`src/rtl/usbh_port_pkg.sv`:
```
package usbh_port_pkg;

  typedef enum logic [1:0] {
    ST_RESET   = 2'd0,
    ST_IDLE    = 2'd1,
    ST_READY   = 2'd2,
    ST_SUSPEND = 2'd3
  } port_state_t;

  // true when a stable-difference counter has seen its last allowed edge
  function automatic logic window_full(int unsigned cnt, int unsigned len);
    return (cnt + 1) >= len;
  endfunction

  // true on the last cycle of a frame period
  function automatic logic frame_end(int unsigned cnt, int unsigned period);
    return cnt == (period - 1);
  endfunction

  // next-state rule; disable beats detach beats the SOF-enable bit
  function automatic port_state_t next_port_state(port_state_t cur, logic run_ok,
                                                  logic vbus, logic sof_en,
                                                  logic present);
    port_state_t nxt;
    nxt = cur;
    if (!run_ok) begin
      nxt = ST_RESET;
    end else begin
      case (cur)
        ST_RESET:   nxt = ST_IDLE;
        ST_IDLE:    nxt = (vbus && present) ? ST_READY : ST_IDLE;
        ST_READY:   nxt = !present ? ST_IDLE : (!sof_en ? ST_SUSPEND : ST_READY);
        ST_SUSPEND: nxt = !present ? ST_IDLE : (sof_en ? ST_READY : ST_SUSPEND);
        default:    nxt = ST_RESET;
      endcase
    end
    return nxt;
  endfunction

endpackage

```
`src/rtl/usbh_sync2.sv`:
```
module usbh_sync2 #(
  parameter int unsigned WIDTH = 2
) (
  input  logic             clk_i,
  input  logic             rst_ni,
  input  logic [WIDTH-1:0] async_i,
  output logic [WIDTH-1:0] sync_o
);

  for (genvar b = 0; b < WIDTH; b++) begin : g_bit
    logic meta_q, stab_q;
    always_ff @(posedge clk_i or negedge rst_ni) begin
      if (!rst_ni) begin
        meta_q <= 1'b0;
        stab_q <= 1'b0;
      end else begin
        meta_q <= async_i[b];
        stab_q <= meta_q;
      end
    end
    assign sync_o[b] = stab_q;
  end

endmodule

```
`src/rtl/usbh_line_filter.sv`:
```
module usbh_line_filter #(
  parameter int unsigned DEB_CYCLES = 4800
) (
  input  logic clk_i,
  input  logic rst_ni,
  input  logic raw_i,
  output logic level_o
);
  import usbh_port_pkg::*;

  localparam int unsigned CW = $clog2(DEB_CYCLES + 1);

  logic [CW-1:0] cnt_q;
  logic          level_q;
  logic          differs;

  assign differs = (raw_i != level_q);

  always_ff @(posedge clk_i or negedge rst_ni) begin
    if (!rst_ni) begin
      cnt_q   <= '0;
      level_q <= 1'b0;
    end else if (!differs) begin
      cnt_q <= '0;
    end else if (window_full(32'(cnt_q), DEB_CYCLES)) begin
      cnt_q   <= '0;
      level_q <= raw_i;
    end else begin
      cnt_q <= cnt_q + 1'b1;
    end
  end

  assign level_o = level_q;

endmodule

```
`src/rtl/usbh_frame_timer.sv`:
```
module usbh_frame_timer #(
  parameter int unsigned TICKS_PER_FRAME = 48000
) (
  input  logic clk_i,
  input  logic rst_ni,
  input  logic run_i,
  output logic tick_o
);
  import usbh_port_pkg::*;

  localparam int unsigned FW = $clog2(TICKS_PER_FRAME + 1);

  logic [FW-1:0] cnt_q;
  logic          at_end;

  assign at_end = frame_end(32'(cnt_q), TICKS_PER_FRAME);

  always_ff @(posedge clk_i or negedge rst_ni) begin
    if (!rst_ni)      cnt_q <= '0;
    else if (!run_i)  cnt_q <= '0;
    else if (at_end)  cnt_q <= '0;
    else              cnt_q <= cnt_q + 1'b1;
  end

  assign tick_o = run_i && at_end;

endmodule

```
`src/rtl/usbh_port_fsm.sv`:
```
module usbh_port_fsm #(
  parameter int unsigned TICKS_PER_FRAME = 48000,
  parameter int unsigned DEB_CYCLES      = 4800
) (
  input  logic       clk_i,
  input  logic       rst_ni,
  input  logic       enable_i,
  input  logic       dev_mode_i,
  input  logic       vbus_req_i,
  input  logic       sof_en_i,
  input  logic       dp_i,
  input  logic       dm_i,
  output logic [1:0] state_o,
  output logic       connect_o,
  output logic       disconnect_o,
  output logic       sof_tick_o
);
  import usbh_port_pkg::*;

  // named internal events, visible to the bound checker
  logic [1:0]  lines_sync;
  logic        raw_line;
  logic        line_present;
  logic        run_ok;
  logic        attach_evt;
  logic        detach_evt;
  port_state_t state_q, state_d;
  logic        connect_q, disconnect_q;

  usbh_sync2 #(.WIDTH(2)) u_sync (
    .clk_i   (clk_i),
    .rst_ni  (rst_ni),
    .async_i ({dp_i, dm_i}),
    .sync_o  (lines_sync)
  );

  assign raw_line = |lines_sync;

  usbh_line_filter #(.DEB_CYCLES(DEB_CYCLES)) u_filter (
    .clk_i   (clk_i),
    .rst_ni  (rst_ni),
    .raw_i   (raw_line),
    .level_o (line_present)
  );

  assign run_ok  = enable_i && !dev_mode_i;
  assign state_d = next_port_state(state_q, run_ok, vbus_req_i, sof_en_i, line_present);

  assign attach_evt = (state_q == ST_IDLE) && (state_d == ST_READY);
  assign detach_evt = ((state_q == ST_READY) || (state_q == ST_SUSPEND)) &&
                      (state_d == ST_IDLE);

  always_ff @(posedge clk_i or negedge rst_ni) begin
    if (!rst_ni) begin
      state_q      <= ST_RESET;
      connect_q    <= 1'b0;
      disconnect_q <= 1'b0;
    end else begin
      state_q      <= state_d;
      connect_q    <= attach_evt;
      disconnect_q <= detach_evt;
    end
  end

  usbh_frame_timer #(.TICKS_PER_FRAME(TICKS_PER_FRAME)) u_timer (
    .clk_i  (clk_i),
    .rst_ni (rst_ni),
    .run_i  (state_q == ST_READY),
    .tick_o (sof_tick_o)
  );

  assign state_o      = state_q;
  assign connect_o    = connect_q;
  assign disconnect_o = disconnect_q;

endmodule

```
`config.mk`:
```
export PLATFORM = sky130hd
export DESIGN_NAME = usbh_port_fsm
export DESIGN_NICKNAME = d
export VERILOG_FILES = /design/src/rtl/usbh_port_pkg.sv /design/src/rtl/usbh_sync2.sv /design/src/rtl/usbh_line_filter.sv /design/src/rtl/usbh_frame_timer.sv /design/src/rtl/usbh_port_fsm.sv
export SDC_FILE = /design/constraint.sdc
export NUM_CORES = 1
export LEC_CHECK = 0
export BUFFER_PORTS_ARGS = -buffer_cell sky130_fd_sc_hd__buf_4
export CAP_MARGIN = 20
export CORE_MARGIN = 5
export CORE_UTILIZATION = 39
export CTS_CLUSTER_SIZE = 30
export DETAILED_ROUTE_END_ITERATION = 7
export PLACE_DENSITY_LB_ADDON = 0.3
export SLEW_MARGIN = 20
export SYNTH_ARGS = -nofsm -noshare
export SYNTH_HDL_FRONTEND = slang
export SYNTH_SLANG_ARGS = --single-unit
```
`constraint.sdc`:
```
create_clock -name clk_i -period 2.4 [get_ports clk_i]
set_clock_uncertainty 0.2 [all_clocks]
set_input_delay 0.72 -clock clk_i [delete_from_list [all_inputs] [get_ports clk_i]]
set_output_delay 0.72 -clock clk_i [all_outputs]
set_load 0.02 [all_outputs]
```
==> Word-level counts from Yosys, hierarchy flattened <==
Index checks and enable logic that the tools add are counted.
W data, S select, Z words.
{ "classes": {"addsub": 3, "n_eq_ne": 7, "mux": 9, "magnitude_cmp": 1, "reduce_logical": 11} }
{ "ops": {"columns": ["operator", "count"], "rows": [
  ["$ge A32 B13 Y1 const B", 1],
  ["$mux W16", 2],
  ["$mux W13", 2],
  ["$add A16 B1 Y16 const B", 1],
  ["$eq A16 B16 Y1 const B", 1],
  ["$add A13 B1 Y14 const B", 1],
  ["$add A13 B1 Y13 const B", 1],
  ["$eq A2 B2 Y1 const B", 3],
  ["$mux W2", 3],
  ["$pmux W2 S3", 1],
  ["$logic_and A1 B1 Y1", 5],
  ["$eq A2 B1 Y1 const B", 2],
  ["$reduce_or A2 Y1", 2],
  ["$logic_not A2 Y1", 1],
  ["$reduce_and A2 Y1", 1],
  ["$logic_not A1 Y1", 1],
  ["$logic_or A1 B1 Y1", 1],
  ["$mux W1", 1],
  ["$ne A1 B1 Y1", 1]
]} }
{ "totals": {"input_bits": 8, "out_inout_bits": 5, "ff_bits": 38, "wordCells": 41} }

==> Longest topological paths before layout <==
Gate-level depths: netlist (run 1).
{ "depth": {"word_depth": 6, "ltp_mapped": 8, "depth_no_buf": 7} }

==> Modules after synthesis <==
From an unflattened synthesis (run 1), not the netlist that was laid out.
{ "hier_totals": {"hier_cells": 187, "hier_area_um2": 2018.2} }
{ "modules_own_cells": {"columns": ["module", "instances", "area_each_um2", "seq_area_each_um2", "cells_per_inst"], "rows": [
  ["usbh_line_filter", 1, 904.6, 350.3, 86],
  ["usbh_frame_timer", 1, 828.3, 400.4, 82],
  ["usbh_port_fsm", 1, 170.2, 100.1, 13],
  ["usbh_sync2", 1, 115.1, 100.1, 6]
]} }

==> Worst setup path before layout (run 1) <==
Ideal clock, no wire load.
{ "synth_timing": {"kind": "reg2out", "startpoint": "register u_timer.cnt_q[2]", "endpoint": "output sof_tick_o", "path_stages_with_launch": 5, "n_path_buf": 0, "arrival_time_ns": 1.180, "required_time_ns": 1.480, "slack_ns": 0.300, "path_cell_list": "dfrtp_1 and3_1 and3_1 nand4_1 nor2_1"} }
{ "synth_between": {"elab_chain_len": 2} }
{ "synth_rtl": {"columns": ["element", "line", "text"], "rows": [
  ["from (decl)", "usbh_frame_timer.sv:13", "logic [FW-1:0] cnt_q;"],
  ["from (signal assigned)", "usbh_frame_timer.sv:22", "else cnt_q <= cnt_q + 1'b1;"],
  ["$eq A16 B16 Y1", "usbh_port_pkg.sv:17", "return cnt == (period - 1);"],
  ["$logic_and A1 B1 Y1", "usbh_frame_timer.sv:25", "assign tick_o = run_i && at_end;"],
  ["to (decl)", "usbh_port_fsm.sv:16", "output logic sof_tick_o"]
]} }
No other way between the ends.

==> Final worst setup path (run 1) <==
{ "layout_timing": {"startpoint": "register u_timer.cnt_q[3]", "endpoint": "output sof_tick_o"} }
The elaborated chain is that of the path after synthesis.

==> metrics.md, run 1 <==
| Metric | Value |
|---|---|
| Sink Count | 38 |
| DR iter-0 viols | 83 |
| Setup violators final | 0 |
| Routed Antenna Nets | 0 |
| Drt wl/cell | 12.3 um |
| CP required | 1.48 ns |
| Final WL | 3.28 mm |
| Seq/Total Area, Yosys | 51.0% |
| GRT overflow | 0 |
| Via density | 5.03 |
| Root buffer cell | clkbuf_8 |
| Hold Crit Class | reg2reg |
| F_max | 433 MHz |
| Crit path max fanout | 4 |
| Crit share post-route | 96.2% |
| Cell Chain, Critical Path | and3_4 -> and3_4 -> nand4_1 -> nor2_1 -> buf_4 |
| Hold Path Cell Cnt | 0 |
| Worst IR drop on VDD | 0.342 mV |
| Setup CP Type | reg2out |
| Comb power frac | 7.1% |
| Distinct cell type count after synthesis | 34 |
| Register bit total from synthesis | 38 |
| Hold Violations, Final | 0 |
| Final slew viol count | 0 |
| MaxCap Viol Count | 0 |
| P_leak | 0.931 nW |
| Setup crit end kind | primary output |
| TritonRoute pass-1 iters | 4 |
| Synth Flop Type | dfrtp_1 |
| Status | completed |
| CP max-delay cell | dfrtp_1 |
| Yosys warnings | 0 |
| CP arrival | 1.39 ns |
| Post-synth EDFFs | 0 |
| Syn Nets | 198 |
| Die X-Extent | 79.2 um |
| Commonest non-fill, non-tap cell in the layout | dfrtp_1 |
| Sw frac | 24.6% |
| Sw Pwr | 0.000306 W |
| Layout Utilization | 46.7% |
| Starting Density | 39.8% |
| Max_slew headroom | 63.1% |
| Slew @ Worst Pin | 0.553 ns |
| Syn Area/Cell | 9.98 sq um |
| PD cells | 567 mW/mm^2 |
| CP delay by family, top | simple AND/OR/NAND/NOR gates |
| Period minus WS final | 2.31 ns |
| Vias | 1,338 |
| First-pass GRT wire length | 5.93 mm |
| Total I/O pin count | 13 |
| Placer Congestion | 0.808 |
| Core area | 0.00469 sq mm |
| Crit. path cell count | 5 |
| Vias in the first global route | 1,293 |
| Post-Syn Instances | 187 |
| Clock buffer depth | 2 |
| PortBufs | 12 |
| Final nets | 222 |
| Total Neg Setup Slack | 0 ns |
| CP max stage delay | 0.36 ns |
| Antenna cells | 0 |
| R2R setup slack | 0.26 ns |
| Post-synth ARST share | 100% |
| Post-route DRC | 0 |
| Most used cell, CP | and3_4 |
| Register clock-pin slew on the reported worst setup and hold paths | 0.08 ns |
| DP Wirelength | 2.20 mm |
| Num rows | 25 |
| Setup crit start kind | flip-flop |
| Die ar. | 0.00627 sq mm |
| Layout area overhead | 17.5% |
| Buffer and inverter count on the worst path | 1 |
| H-tree levels | 2 |
| Clk Latency, worst-skew pair | 0.28 ns |
| TritonCTS Buffers | 5 |
| Die Y | 79.2 um |
| Clk pwr share | 36.2% |
| Worst reg-to-reg path cell count | 7 |
| Layout cells sized above 1 | 20.8% |
| Most frequent cells in the layout | dfrtp_1 (36), nor2_1 (31), buf_4 (20) |
| CTS tree | built |
| Largest net degree at the start of global routing | 39 |
| Seq pwr share | 56.7% |
| Antenna violations before repair | 0 |
| Gr usage total | 11.7% |
| Internal power | 0.000938 W |
| Netlist Area Pre-Place | 0.00187 sq mm |
-- stage by stage --
stage,total power [W],worst slack (ns),cell area [sq um],hold slack (ns),cells
after floorplan,0.000769,0.300,1870,0.131,187
after global placement,0.000806,0.307,2020,0.136,252
after detailed placement,0.000808,0.270,2020,0.136,252
after CTS,0.00126,0.0325,2140,0.153,262
after global routing,0.00132,-0.00407,2190,0.168,266
final,0.00124,0.0907,2190,0.151,266
-- cell families (layout without fill, tap and decap cells) --
kind of cell | after synthesis | in the layout | synth area share [%]
xor gates and xnor gates | 26 | 26 | 12.2
and+or+nand+nor | 101 | 101 | 28.4
DFF | 38 | 38 | 51.0
buffers and inverters | 7 | 32 | 1.81
AOI/OAI and AO/OA | 12 | 12 | 4.63
adders and majority gates | 3 | 3 | 2.01
-- timing repair --
action | in CTS | in global routing
hold buffers | 0 | 0
resized for setup | 1 | 7
setup endpoints to repair | 1 | 1
buffers inserted | 2 | 4
pin swaps | 0 | 3
-- registers in the layout, summed over array words and instances, names as in the netlist --
| register | flops |
|---|---|
| u_timer.cnt_q | 16 |
| u_filter.cnt_q | 13 |
| state_o | 2 |
| u_sync.g_bit.meta_q | 2 |
| u_sync.g_bit.stab_q | 2 |
| connect_o | 1 |
| disconnect_o | 1 |
| u_filter.level_o | 1 |
-- worst reg2reg max path: cells and delay by family (launching register included) --
family	cells	cell delay, ns
compound gates	3	0.60
flops	1	0.42
simple gates	2	0.39
fa+ha+maj	1	0.25
buf+inv	1	0.19
-- power groups by stage --
stage               sequential, W  clock, W  combinational [W]
global placement         0.000716         0          0.0000901
global route             0.000711  0.000504           0.000104
CTS                      0.000705  0.000469          0.0000905
finish                   0.000705  0.000451          0.0000883
detailed placement       0.000718         0          0.0000899
floorplan                0.000712         0          0.0000575
-- synthesized netlist by cell type, types with 2 or more instances --
master / instances / share of area (%)
dfrtp_1: 38 / 51
nor2_1: 31 / 6.2
nand2_1: 18 / 3.6
nand3_1: 15 / 4.0
xnor2_1: 13 / 6.1
xor2_1: 13 / 6.1
and3_1: 7 / 2.3
nor3b_1: 5 / 2.0
inv_1: 4 / 0.80
nand4_1: 4 / 1.3
nor3_1: 4 / 1.1
or3_1: 4 / 1.3
a21oi_1: 3 / 0.80
ha_1: 3 / 2.0
nand2b_1: 3 / 1.0
clkbuf_1: 2 / 0.40
nor4_2: 2 / 1.3
o21ai_0: 2 / 0.54
-- final cells by class --
type / count / area (sq um)
Inverter: 4 / 15.0
Clock buffer: 6 / 82.6
Multi-Input combinational cell: 142 / 911
Sequential cell: 38 / 953
Clock inverter: 2 / 12.5
Timing Repair Buffer: 20 / 150
Fill cell: 440 / 2500
Tap cell: 54 / 67.6
-- metal layers --
metal  wire [um]  global-route usage, %  part of all wire [%]  vias to the layer above
met3         111                   3.29                   3.4                        2
met4          12                   2.58                  0.37                        0
met5           0                      0                     0                        -
li1            -                      -                     -                      684
met1        1610                   15.7                    49                      629
met2        1550                   18.8                    47                       23
-- final timing paths --
path                                         from                     end
setup / recovery                 u_timer.cnt_q[3]              sof_tick_o
hold / removal             u_sync.g_bit[1].meta_q  u_sync.g_bit[1].stab_q
setup reg to reg                u_filter.cnt_q[0]       u_filter.cnt_q[8]
hold reg to reg            u_sync.g_bit[1].meta_q  u_sync.g_bit[1].stab_q
max in group asynchronous                  rst_ni        u_timer.cnt_q[0]
min in group asynchronous                  rst_ni       u_timer.cnt_q[13]
No activity file was read; power rests on OpenSTA's default activity.
==> inputs of run 2 (changes only) <==
--- a/config.mk
+++ b/config.mk
@@ -12,6 +12,7 @@
 export CTS_CLUSTER_SIZE = 30
 export DETAILED_ROUTE_END_ITERATION = 7
 export PLACE_DENSITY_LB_ADDON = 0.3
+export RECOVER_POWER = 100
 export SLEW_MARGIN = 20
 export SYNTH_ARGS = -nofsm -noshare
 export SYNTH_HDL_FRONTEND = slang
==> constraint.sdc (replaced) <==
create_clock -name clk_i -period 2.8 [get_ports clk_i]
set_clock_uncertainty 0.2 [all_clocks]
set_input_delay 0.84 -clock clk_i [delete_from_list [all_inputs] [get_ports clk_i]]
set_output_delay 0.84 -clock clk_i [all_outputs]
set_load 0.02 [all_outputs]
==> run 2 against run 1 <==
Final area down 6.2%. Combinational power down 17%. Highest routed layer unchanged. Wire length down 2.3%. Sequential power down 14%. Critical path type unchanged. Register-to-register slack better by 0.22 ns. Critical endpoint unchanged. Non-clock buffer count down 8.
==> metrics.md, run 2 (synthesis gave the netlist of run 1 again) <==
| Metric | Value |
|---|---|
| Top reg by flops | u_timer.cnt_q |
| Core area | 0.00469 sq mm (unchanged) |
| Placer Congestion | 0.778 (-3.7%) |
| Layout cells sized above 1 | 10.4% (-10 points) |
| CP required | 1.76 ns (+0.28 ns) |
| RSZ-0062 raised after global routing | false |
| First-pass GRT wire length | 5.88 mm (-0.83%) |
| CP max stage delay | 0.40 ns (+0.04 ns) |
| Clock buffer depth | 2 (unchanged) |
| CP arrival | 1.56 ns (+0.17 ns) |
| Post-CTS Setup Bufs | 0 (-2) |
| DR iter-0 viols | 40 (-52%) |
| Setup crit end kind | primary output |
| TritonCTS Buffers | 5 (unchanged) |
| Multi-input logic area | 870 sq um (-4.5%) |
| Most used cell, CP | and3_1 |
| Total I/O pin count | 13 (unchanged) |
| PD cells | 506 mW/mm^2 (-11%) |
| Vias in the first global route | 1,312 (+1.5%) |
| Max_slew headroom | 39.0% (-24 points) |
| Num rows | 25 (unchanged) |
| Total power | 0.00104 W (-16%) |
| Die X-Extent | 79.2 um (unchanged) |
| Drt wl/cell | 12.5 um (+1.6%) |
| Regs by FF count | u_timer.cnt_q: 16 flops, u_filter.cnt_q: 13 flops |
| Storage cell area | 951 sq um (-0.26%) |
| GRT overflow | 0 (unchanged) |
| Die Y | 79.2 um (unchanged) |
| Crit share post-route | 93.0% |
| Post-CTS Hold Buffers | 0 (unchanged) |
| Setup CP Type | reg2out |
| Antenna violations before repair | 0 (unchanged) |
| Worst reg-to-reg path cell count | 7 (unchanged) |
| FF-to-FF Start | u_filter.cnt_q[0] |
| Status | completed |
| Fill count | 472 (+7.3%) |
| Root buffer cell | clkbuf_8 |
| Setup violators final | 0 (unchanged) |
| Hold Violations, Final | 0 (unchanged) |
| Via density | 5.14 (+2.3%) |
| Hold Crit Class | reg2reg |
| P_leak | 0.875 nW (-6.0%) |
| CP max-delay cell | dfrtp_1 |
| Die ar. | 0.00627 sq mm (unchanged) |
| Antenna cells | 0 (unchanged) |
| Total Neg Setup Slack | 0 ns (unchanged) |
| Vias | 1,317 (-1.6%) |
| CTS tree | built |
| TritonRoute pass-1 iters | 4 (unchanged) |
| F_max | 384 MHz |
| Largest register FFs | 16 (unchanged) |
| Reg2Reg Capture Point | u_filter.level_o |
| Gr usage total | 11.8% (+0.13 points) |
| Setup crit start kind | flip-flop |
| PortBufs | 12 (unchanged) |
| Final WL | 3.20 mm (-2.3%) |
| Crit path max fanout | 4 (unchanged) |
| Period minus WS final | 2.60 ns |
| Final slew viol count | 0 (unchanged) |
| H-tree levels | 2 (unchanged) |
| Final nets | 214 (-3.6%) |
| Layout area overhead | 10.2% |
| Most frequent cells in the layout | dfrtp_1 (38), nor2_1 (31), nand2_1 (18) |
| MaxCap Viol Count | 0 (unchanged) |
| Cell Chain, Critical Path | and3_1 -> and3_1 -> nand4_1 -> nor2_1 -> clkbuf_2 |
| Commonest non-fill, non-tap cell in the layout | dfrtp_1 |
| Clk Latency, worst-skew pair | 0.29 ns (about the same) |
| DP Wirelength | 2.27 mm (+3.2%) |
| Sink Count | 38 (unchanged) |
| Slew @ Worst Pin | 0.915 ns (+0.362 ns) |
| Worst Min Path Start | u_sync.g_bit[0].meta_q |
| R2R setup slack | 0.48 ns (+0.22 ns) |
| WHS Endpoint | u_sync.g_bit[0].stab_q |
| Cts repair resizes | 0 (-1) |
| Hold Path Cell Cnt | 0 (unchanged) |
| Post-route DRC | 0 (unchanged) |
| Worst IR drop on VDD | 0.319 mV (-6.8%) |
| Starting Density | 39.8% (unchanged) |
| Register clock-pin slew on the reported worst setup and hold paths | 0.07 ns (about the same) |
| Routed Antenna Nets | 0 (unchanged) |
| Largest net degree at the start of global routing | 39 (unchanged) |
run 2: cell count changes in the layout (fill, tap and decap cells not counted), moves of 2 or more:
cell / before / now
nor4_1: 0 / 2
buf_4: 20 / 2
dfrtp_1: 36 / 38
clkbuf_2: 0 / 2
and3_4: 2 / 0
and3_1: 5 / 7
dfrtp_2: 2 / 0
clkbuf_4: 0 / 4
clkbuf_1: 0 / 4
run 2: metrics by stage:
step                      instances  hold slack, ns  setup slack [ns]  instance area [sq um]  utilization, %
after detailed placement        250           0.136             0.508                   2000            42.7
after CTS                       256           0.151             0.197                   2090            44.5
after global placement          250           0.135             0.538                   2000            42.7
after floorplan                 187           0.131             0.580                   1870               -
after global routing            256           0.167            0.0510                   2060            43.8
final                           256           0.149             0.196                   2060            43.8
run 2: how the worst max path moves through the flow:
stage,slack (ns),to,start,cells after the start
after CTS,0.20,sof_tick_o,u_timer.cnt_q[2],5
after global placement,0.54,sof_tick_o,u_timer.cnt_q[2],5
final,0.20,sof_tick_o,u_timer.cnt_q[2],5
after global routing,0.05,sof_tick_o,u_timer.cnt_q[2],5
after detailed placement,0.51,u_filter.cnt_q[8],u_filter.cnt_q[0],7
after floorplan,0.58,sof_tick_o,u_timer.cnt_q[2],4
run 2: layout make-up:
class,instances,area share [%]
multi-input cells,142,42.3
repair buffers,12,3.41
well taps,54,3.29
inverters,4,0.730
clock buffers,6,4.02
flip-flops and latches,38,46.3
run 2: critical path, delay by kind of cell (launching register included):
family,cells,cell delay [ns]
buffers and inverters,1,0.17
flip-flops,1,0.40
AND/OR/NAND/NOR,4,0.70
run 2: per-layer routing:
metal / GRT usage [%] / vias to the layer above / wire length, um
met5: 0 / - / 0
met4: 5.33 / 0 / 67
met3: 3.06 / 7 / 135
met2: 19.0 / 20 / 1490
met1: 14.9 / 623 / 1510
li1: - / 667 / -
run 2: report_power, final:
part	total, W	switching, W	internal, W
Sequential	0.000604	0.0000315	0.000573
Combinational	0.0000734	0.0000407	0.0000327
Clock	0.000363	0.000174	0.000190
Total	0.00104	0.000246	0.000795
